## src/rtl/usb_devctl_pkg.sv

```systemverilog
// Package: shared offsets, bit positions and defaults for the USB device
// controller. Assumes a 2-bit register offset and three interrupt sources.
package usb_devctl_pkg;

    localparam int FA_W  = 7;   // function address width
    localparam int RA_W  = 2;   // register offset width
    localparam int N_IRQ = 3;   // interrupt sources
    localparam int N_STB = 3;   // clear strobes

    typedef enum logic [RA_W-1:0] {
        OFF_ADDR = 2'd0,
        OFF_CTRL = 2'd1,
        OFF_IE   = 2'd2,
        OFF_FLAG = 2'd3
    } reg_off_e;

    // interrupt bit positions (shared by enable and flag registers)
    localparam int IRQ_RST  = 0;
    localparam int IRQ_SUSP = 1;
    localparam int IRQ_RES  = 2;

    localparam logic [N_IRQ-1:0] IE_DEFAULT = 3'b101;

    // control register bit positions
    localparam int CB_SUSP_EN   = 0;
    localparam int CB_FORCE     = 1;
    localparam int CB_RST_SEEN  = 2;
    localparam int CB_SUSPENDED = 3;

    // strobe positions
    localparam int STB_FIFO = 0;
    localparam int STB_CSR  = 1;
    localparam int STB_IDX  = 2;

endpackage

```

## src/rtl/usb_devctl_addr.sv

```systemverilog
// Module: pending/active function address pair.
// A write loads the pending value and sets the update flag. A commit
// strobe moves pending into active while the flag is set. A reset event
// clears everything and takes priority over a write.
module usb_devctl_addr #(
    parameter int FA_W = 7
) (
    input  logic            clk,
    input  logic            rst_n,
    input  logic            rst_evt,
    input  logic            wr_en,
    input  logic [FA_W-1:0] wr_val,
    input  logic            xfer_done,
    output logic [FA_W-1:0] pend_addr,
    output logic [FA_W-1:0] act_addr,
    output logic            upd_flag
);

    logic commit;
    assign commit = xfer_done && upd_flag;

    // Purpose: hold pending value, active value and update flag.
    always_ff @(posedge clk) begin
        if (!rst_n || rst_evt) begin
            pend_addr <= '0;
            act_addr  <= '0;
            upd_flag  <= 1'b0;
        end else begin
            if (commit) begin
                act_addr <= pend_addr;
            end
            if (wr_en) begin
                pend_addr <= wr_val;
                upd_flag  <= 1'b1;
            end else if (commit) begin
                upd_flag  <= 1'b0;
            end
        end
    end

    p_hold_addr_r2: assert property (@(posedge clk) disable iff (!rst_n)
        (!rst_evt && !xfer_done) |=> $stable(act_addr));

    p_commit_r3: assert property (@(posedge clk) disable iff (!rst_n)
        (!rst_evt && xfer_done && upd_flag) |=> (act_addr == $past(pend_addr)));

    p_rewrite_keeps_flag_r4: assert property (@(posedge clk) disable iff (!rst_n)
        (!rst_evt && wr_en) |=> upd_flag);

    p_reset_clears_r5: assert property (@(posedge clk) disable iff (!rst_n)
        rst_evt |=> (act_addr == '0 && pend_addr == '0 && !upd_flag));

endmodule

```

## src/rtl/usb_devctl_evt.sv

```systemverilog
// Module: bus-event sequencer.
// Merges the bus reset detect with a software-forced reset (delayed one
// cycle) into one reset event. Issues the clear strobes one cycle later
// and tracks the suspended state and the reset-seen status.
// Assumes the detect inputs are single-cycle pulses.
module usb_devctl_evt #(
    parameter int N_STB = 3
) (
    input  logic             clk,
    input  logic             rst_n,
    input  logic             bus_rst_det,
    input  logic             force_wr,
    input  logic             ctrl_wr,
    input  logic             susp_en_wval,
    input  logic             seen_clr_wval,
    input  logic             susp_det,
    input  logic             resume_det,
    output logic             rst_evt,
    output logic [N_STB-1:0] strobes,
    output logic             susp_en,
    output logic             suspended,
    output logic             rst_seen,
    output logic             susp_evt,
    output logic             res_evt
);

    logic sw_rst_q;
    logic stb_q;

    // Purpose: delay the software reset request by one cycle.
    always_ff @(posedge clk) begin
        if (!rst_n) sw_rst_q <= 1'b0;
        else        sw_rst_q <= force_wr;
    end

    assign rst_evt = bus_rst_det || sw_rst_q;

    // Purpose: register the clear strobe one cycle after the reset event.
    always_ff @(posedge clk) begin
        if (!rst_n) stb_q <= 1'b0;
        else        stb_q <= rst_evt;
    end

    for (genvar i = 0; i < N_STB; i++) begin : g_stb
        assign strobes[i] = stb_q;
    end

    // Purpose: suspend detection enable, kept across reset events.
    always_ff @(posedge clk) begin
        if (!rst_n)       susp_en <= 1'b0;
        else if (ctrl_wr) susp_en <= susp_en_wval;
    end

    assign res_evt  = !rst_evt && suspended && resume_det;
    assign susp_evt = !rst_evt && !suspended && susp_en && susp_det;

    // Purpose: track the suspended state.
    always_ff @(posedge clk) begin
        if (!rst_n || rst_evt) suspended <= 1'b0;
        else if (res_evt)      suspended <= 1'b0;
        else if (susp_evt)     suspended <= 1'b1;
    end

    // Purpose: reset-seen status, set by a reset event, cleared by write 1.
    always_ff @(posedge clk) begin
        if (!rst_n)                        rst_seen <= 1'b0;
        else if (rst_evt)                  rst_seen <= 1'b1;
        else if (ctrl_wr && seen_clr_wval) rst_seen <= 1'b0;
    end

    p_strobe_single_r6: assert property (@(posedge clk) disable iff (!rst_n)
        (stb_q && !rst_evt) |=> !stb_q);

    p_strobe_follows_r6: assert property (@(posedge clk) disable iff (!rst_n)
        $rose(stb_q) |-> $past(rst_evt));

    p_force_delay_r8: assert property (@(posedge clk) disable iff (!rst_n)
        force_wr |=> rst_evt);

    p_no_susp_disabled_r9: assert property (@(posedge clk) disable iff (!rst_n)
        (!suspended && !susp_en) |=> !suspended);

    p_exit_on_reset_r10: assert property (@(posedge clk) disable iff (!rst_n)
        rst_evt |=> (!suspended && rst_seen));

endmodule

```

## src/rtl/usb_devctl_irq.sv

```systemverilog
// Module: interrupt enable and flag bank.
// Flags are set by event inputs and cleared by a write of 1. A reset
// event re-arms every enable except suspend, clears every flag and
// raises the reset flag.
module usb_devctl_irq
    import usb_devctl_pkg::*;
#(
    parameter int N = N_IRQ
) (
    input  logic         clk,
    input  logic         rst_n,
    input  logic         rst_evt,
    input  logic         ie_wr,
    input  logic         flag_wr,
    input  logic [N-1:0] wval,
    input  logic [N-1:0] set_vec,
    output logic [N-1:0] ie,
    output logic [N-1:0] flags,
    output logic         irq
);

    for (genvar i = 0; i < N; i++) begin : g_src
        // Purpose: one enable bit; the suspend bit ignores reset events.
        always_ff @(posedge clk) begin
            if (!rst_n)                      ie[i] <= IE_DEFAULT[i];
            else if (rst_evt && i != IRQ_SUSP) ie[i] <= 1'b1;
            else if (!rst_evt && ie_wr)      ie[i] <= wval[i];
        end

        // Purpose: one flag bit, set beats clear.
        always_ff @(posedge clk) begin
            if (!rst_n)        flags[i] <= 1'b0;
            else if (rst_evt)  flags[i] <= (i == IRQ_RST);
            else if (set_vec[i]) flags[i] <= 1'b1;
            else if (flag_wr && wval[i]) flags[i] <= 1'b0;
        end
    end

    assign irq = |(ie & flags);

    p_ie_rearm_r7: assert property (@(posedge clk) disable iff (!rst_n)
        rst_evt |=> (ie[IRQ_RST] && ie[IRQ_RES] && ie[IRQ_SUSP] == $past(ie[IRQ_SUSP])));

    p_flags_after_rst_r7: assert property (@(posedge clk) disable iff (!rst_n)
        rst_evt |=> (flags == N'(1 << IRQ_RST)));

    p_flag_sticky_r11: assert property (@(posedge clk) disable iff (!rst_n)
        (flags != '0 && !flag_wr && !rst_evt) |=> (flags != '0));

endmodule

```

## src/rtl/usb_devctl.sv

```systemverilog
// Module: USB device address and bus-event controller (top).
// Decodes the register port and combines the address pair, the event
// sequencer and the interrupt bank. Reads are combinational.
module usb_devctl
    import usb_devctl_pkg::*;
(
    input  logic            clk,
    input  logic            rst_n,
    input  logic [RA_W-1:0] reg_addr,
    input  logic            reg_wr,
    input  logic [7:0]      reg_wdata,
    output logic [7:0]      reg_rdata,
    input  logic            xfer_done,
    input  logic            bus_rst_det,
    input  logic            susp_det,
    input  logic            resume_det,
    output logic [FA_W-1:0] dev_addr,
    output logic            suspended,
    output logic            fifo_flush,
    output logic            csr_clear,
    output logic            idx_clear,
    output logic            irq
);

    reg_off_e        off;
    logic            wr_addr, wr_ctrl, wr_ie, wr_flag;
    logic            rst_evt, susp_en, rst_seen, susp_evt, res_evt;
    logic [FA_W-1:0] pend_addr;
    logic            upd_flag;
    logic [N_STB-1:0] strobes;
    logic [N_IRQ-1:0] ie, flags, set_vec;
    logic            unused_wbit;

    assign off     = reg_off_e'(reg_addr);
    assign wr_addr = reg_wr && off == OFF_ADDR;
    assign wr_ctrl = reg_wr && off == OFF_CTRL;
    assign wr_ie   = reg_wr && off == OFF_IE;
    assign wr_flag = reg_wr && off == OFF_FLAG;
    assign unused_wbit = reg_wdata[7];

    usb_devctl_addr #(.FA_W(FA_W)) u_addr (
        .clk       (clk),
        .rst_n     (rst_n),
        .rst_evt   (rst_evt),
        .wr_en     (wr_addr),
        .wr_val    (reg_wdata[FA_W-1:0]),
        .xfer_done (xfer_done),
        .pend_addr (pend_addr),
        .act_addr  (dev_addr),
        .upd_flag  (upd_flag)
    );

    usb_devctl_evt #(.N_STB(N_STB)) u_evt (
        .clk           (clk),
        .rst_n         (rst_n),
        .bus_rst_det   (bus_rst_det),
        .force_wr      (wr_ctrl && reg_wdata[CB_FORCE]),
        .ctrl_wr       (wr_ctrl),
        .susp_en_wval  (reg_wdata[CB_SUSP_EN]),
        .seen_clr_wval (reg_wdata[CB_RST_SEEN]),
        .susp_det      (susp_det),
        .resume_det    (resume_det),
        .rst_evt       (rst_evt),
        .strobes       (strobes),
        .susp_en       (susp_en),
        .suspended     (suspended),
        .rst_seen      (rst_seen),
        .susp_evt      (susp_evt),
        .res_evt       (res_evt)
    );

    always_comb begin
        set_vec           = '0;
        set_vec[IRQ_SUSP] = susp_evt;
        set_vec[IRQ_RES]  = res_evt;
    end

    usb_devctl_irq #(.N(N_IRQ)) u_irq (
        .clk     (clk),
        .rst_n   (rst_n),
        .rst_evt (rst_evt),
        .ie_wr   (wr_ie),
        .flag_wr (wr_flag),
        .wval    (reg_wdata[N_IRQ-1:0]),
        .set_vec (set_vec),
        .ie      (ie),
        .flags   (flags),
        .irq     (irq)
    );

    assign fifo_flush = strobes[STB_FIFO];
    assign csr_clear  = strobes[STB_CSR];
    assign idx_clear  = strobes[STB_IDX];

    // Purpose: register readback multiplexer.
    always_comb begin
        reg_rdata = '0;
        case (off)
            OFF_ADDR: reg_rdata = {upd_flag, pend_addr};
            OFF_CTRL: begin
                reg_rdata[CB_SUSP_EN]   = susp_en;
                reg_rdata[CB_RST_SEEN]  = rst_seen;
                reg_rdata[CB_SUSPENDED] = suspended;
            end
            OFF_IE:   reg_rdata[N_IRQ-1:0] = ie;
            OFF_FLAG: reg_rdata[N_IRQ-1:0] = flags;
            default:  reg_rdata = '0;
        endcase
    end

    p_busrst_wins_r12: assert property (@(posedge clk) disable iff (!rst_n)
        (bus_rst_det && reg_wr) |=> (dev_addr == '0 && !upd_flag));

    p_strobes_equal_r6: assert property (@(posedge clk) disable iff (!rst_n)
        (fifo_flush == csr_clear) && (csr_clear == idx_clear));

endmodule

```

## config.mk

```make
export PLATFORM = sky130hd
export DESIGN_NAME = usb_devctl
export DESIGN_NICKNAME = d
export VERILOG_FILES = /design/src/rtl/usb_devctl_pkg.sv /design/src/rtl/usb_devctl_addr.sv /design/src/rtl/usb_devctl_evt.sv /design/src/rtl/usb_devctl_irq.sv /design/src/rtl/usb_devctl.sv
export SDC_FILE = /design/constraint.sdc
export NUM_CORES = 1
export LEC_CHECK = 0
export BUFFER_PORTS_ARGS = -buffer_cell sky130_fd_sc_hd__buf_4
export CAP_MARGIN = 20
export CORE_MARGIN = 2
export CORE_UTILIZATION = 54
export CTS_CLUSTER_DIAMETER = 50
export CTS_CLUSTER_SIZE = 8
export DETAILED_ROUTE_END_ITERATION = 10
export GPL_ROUTABILITY_DRIVEN = 1
export PLACE_DENSITY = 0.83
export SYNTH_ARGS = -nofsm -noshare
export SYNTH_HDL_FRONTEND = slang
export SYNTH_HIERARCHICAL = 1
export SYNTH_SLANG_ARGS = --single-unit
```

## constraint.sdc

```tcl
create_clock -name clk -period 2.5 [get_ports clk]
set_input_delay 0.25 -clock clk [delete_from_list [all_inputs] [get_ports clk]]
set_output_delay 0.25 -clock clk [all_outputs]
set_load 0.1 [all_outputs]
```

==> impl_metrics.csv <==
group,metric,value,unit
run_status,status,"completed",
sta,setup_tns,0,ps
critical_path,cp_max_fo,16,
clock_network,cts_buffers,3,
logic_synthesis,synth_compound_area_frac,0.172,
logic_synthesis,synth_simple_gate_area_frac,0.185,
placed_design,hpwl,1.74,mm
critical_path,r2r-start,"u_evt/sw_rst_q$_SDFF_PN0_",
sta,finalMaxSlewViolations,0,
routing,detail-route-antenna-nets,0,
critical_path,critPathCaptureType,"output port",
logic_synthesis,ys.warnings.count,6,
die,io_pins,37,
die,die_y,52.0,µm
critical_path,rr_endpoint,"u_addr/upd_flag$_SDFFE_PP0P_",
logic_synthesis,ys_ff_latch,26,
routing,vias,979,
logic_synthesis,syn_area,0.00124,mm²
power_and_ir_drop,p_seq_frac,0.555,
sta,grt_setup_unrepaired,"no",
global_route,grt.total_usage,0.190,
worst_hold_path,holdCritStartpoint,"reg_wdata[5]",
critical_path,cp-start-kind,"register",
layout,layout-drive-gt1-share,0.359,
clock_network,cts_setup_buffers,0,
clock_network,clk_pin_slew_worst_paths,130,ps
placed_design,place_inst,177,
power_and_ir_drop,power_leakage,0.616,nW
routing,dr.pass1.iters,5,
routing,drc,0,
die,die_x,52.0,µm
critical_path,ff2ff_setup_slack,1030,ps
global_route,grt_pass1_vias,939,
sta,slew_headroom,0.598,
clock_network,cts_max_level,1,
logic_synthesis,synth_top_family_by_area,"simple AND/OR/NAND/NOR gates",
die,die-area,0.00270,mm²
layout,syn2layout_area_growth,20.4,%
clock_network,clockBufferDepth,2,
worst_hold_path,hold_end,"u_addr/pend_addr[5]$_SDFFE_PP0P_",
routing,wl_met2,1.17,mm
power_and_ir_drop,pwr-share-clk,0.261,
sta,fin_crit_sh,0.692,
routing,top_layer,"met4",
power_and_ir_drop,intPower,0.556,mW
routing,drt-met1-wl,993,µm
global_route,grt.overflow.total,0,
worst_hold_path,hold_class,"input pin to register",
clock_network,insertion_delay,310,ps
power_and_ir_drop,irDropWorstVdd,0.356,mV
layout,final_cell_mix,"buf_4 (35), dfxtp_1 (26), nor2_1 (12), mux2i_1 (12)",
sta,finalHoldViolCount,0,
job,drv_cap,0,
die,start_util,0.567,
global_route,grt_max_degree,17,
layout,final_common_cell,"buf_4",
routing,wirelength,2.31,mm
clock_network,numClockSinks,26,
layout,finalNetCount,171,
clock_network,cts-resized-gates,0,
layout,multi_input_area,631,µm²
power_and_ir_drop,switchingPower,0.214,mW
placed_design,io_buffers,35,
routing,drtIter0Drc,17,
clock_network,cts_hold_buf,0,
die,rows,17,
sta,finalSetupViolations,0,
sta,fin_crit,1730,ps
logic_synthesis,yosysSeqAreaShare,0.419,
logic_synthesis,synth_xor_area_frac,0,
sta,skew,0.502,ps
logic_synthesis,synthMuxAreaShare,0.145,
critical_path,required,2250,ps
sta,fmax,578,MHz
power_and_ir_drop,combPwrFrac,0.183,
routing,avgViaCountPerCell,5.41,
layout,instances_no_fill,181,
layout,fillerInstances,186,
critical_path,worstRegToRegCells,3,
sta,worstMarginPinSlew,602,ps
clock_network,clockRootBuffer,"clkbuf_4",
critical_path,critPathArrivalTime,1480,ps
routing,wl_met3,121,µm
critical_path,crit_type,"register to output port",
power_and_ir_drop,p_sw_frac,0.278,
sta,finalHoldWorstSlack,174,ps
placed_design,routabilityCongestion,0.841,
logic_synthesis,synth_adder_area_share,0,
logic_synthesis,synthCells,124,
clock_network,cts_tree,"done",
die,fp.coreArea,0.00219,mm²
layout,antenna_cells,0,
global_route,grt_pass1_wl,3.86,mm
logic_synthesis,syn-num-nets,141,
layout,seqCellArea,520,µm²
power_and_ir_drop,p_per_area,514,mW/mm²
routing,wire_per_inst,12.8,µm
worst_hold_path,hold_path_depth,3,
logic_synthesis,ys_types,31,
global_route,grt_antenna_before_repair,0,
logic_synthesis,syn_avg_cell_area,10.0,µm²
[cells by family (layout without fill, tap and decap cells)]
| family | after synthesis | after routing |
|---|---|---|
| buffers and inverters | 13 | 42 |
| AND/OR/NAND/NOR | 43 | 43 |
| other | 1 | 1 |
| flip-flops | 26 | 26 |
| AO/OA/AOI/OAI | 26 | 26 |
| multiplexers | 15 | 15 |
[cell type report]
class,instances,area share
repair buffers,35,0.176
well taps,28,0.0234
multi-input cells,85,0.421
inverters,3,0.00753
flip-flops and latches,26,0.348
clock buffers,4,0.0242
[synthesized netlist by cell type, drive strengths merged]
master | n | area [µm²]
a222oi | 1 | 10.0
conb | 1 | 3.75
nor2 | 13 | 48.8
inv | 3 | 11.3
mux2i | 12 | 120
a211oi | 1 | 12.5
mux4 | 2 | 45.0
buf | 10 | 82.6
o21a | 3 | 22.5
a21bo | 7 | 70.1
nand2 | 6 | 22.5
and2 | 7 | 43.8
a21boi | 4 | 30.0
and3 | 1 | 7.51
or2 | 1 | 6.26
and3b | 1 | 10.0
a22o | 1 | 8.76
nand3 | 7 | 35.0
nand2b | 3 | 18.8
mux2 | 1 | 15.0
nor3b | 1 | 7.51
a21oi | 8 | 51.3
nand3b | 1 | 7.51
nor2b | 2 | 22.5
o31a | 1 | 8.76
dfxtp | 26 | 521
[registers in the layout, summed over array words and instances, names as in the netlist]
register,cells
u_evt/suspended,1
u_evt/stb_q,1
u_addr/act_addr,7
u_irq/flags,3
u_addr/pend_addr,7
u_addr/upd_flag,1
u_irq/ie,3
u_evt/sw_rst_q,1
u_evt/rst_seen,1
u_evt/susp_en,1
[per-stage QoR]
stage	setup WS, ps	utilization	power (mW)	instance area [µm²]
after floorplan	248	-	0.545	1240
after global routing	657	0.683	0.807	1500
final	771	0.683	0.769	1500
after detailed placement	916	0.666	0.578	1460
after global placement	931	0.666	0.575	1460
after CTS	754	0.683	0.781	1500
[layer usage]
layer	GRT usage	vias up
met4	0.0965	0
met2	0.323	27
met5	0	-
li1	-	484
met3	0.0316	4
met1	0.228	464
[critical path, stage by stage, from the launching register on]
cell	delay [ps]
dfxtp_1	670
and2_1	210
buf_4	290
[power groups by stage]
stage / registers [mW] / clock network (mW) / logic (mW)
finish: 0.427 / 0.201 / 0.141
global placement: 0.436 / 0 / 0.139
CTS: 0.427 / 0.212 / 0.141
detailed placement: 0.436 / 0 / 0.141
global route: 0.429 / 0.229 / 0.149
floorplan: 0.435 / 0 / 0.110
[worst max path at each step]
stage	end	depth (start not counted)	start
3_5_place_dp	u_addr/pend_addr[0]$_SDFFE_PP0P_	5	reg_addr[1]
4_1_cts	reg_rdata[7]	2	u_addr/upd_flag$_SDFFE_PP0P_
5_1_grt	reg_rdata[7]	2	u_addr/upd_flag$_SDFFE_PP0P_
6_report	reg_rdata[7]	2	u_addr/upd_flag$_SDFFE_PP0P_
3_3_place_gp	u_addr/pend_addr[6]$_SDFFE_PP0P_	5	reg_addr[1]
2_1_floorplan	reg_rdata[3]	2	u_evt/suspended$_SDFFE_PP0P_
(Power assumes the default switching activity.)
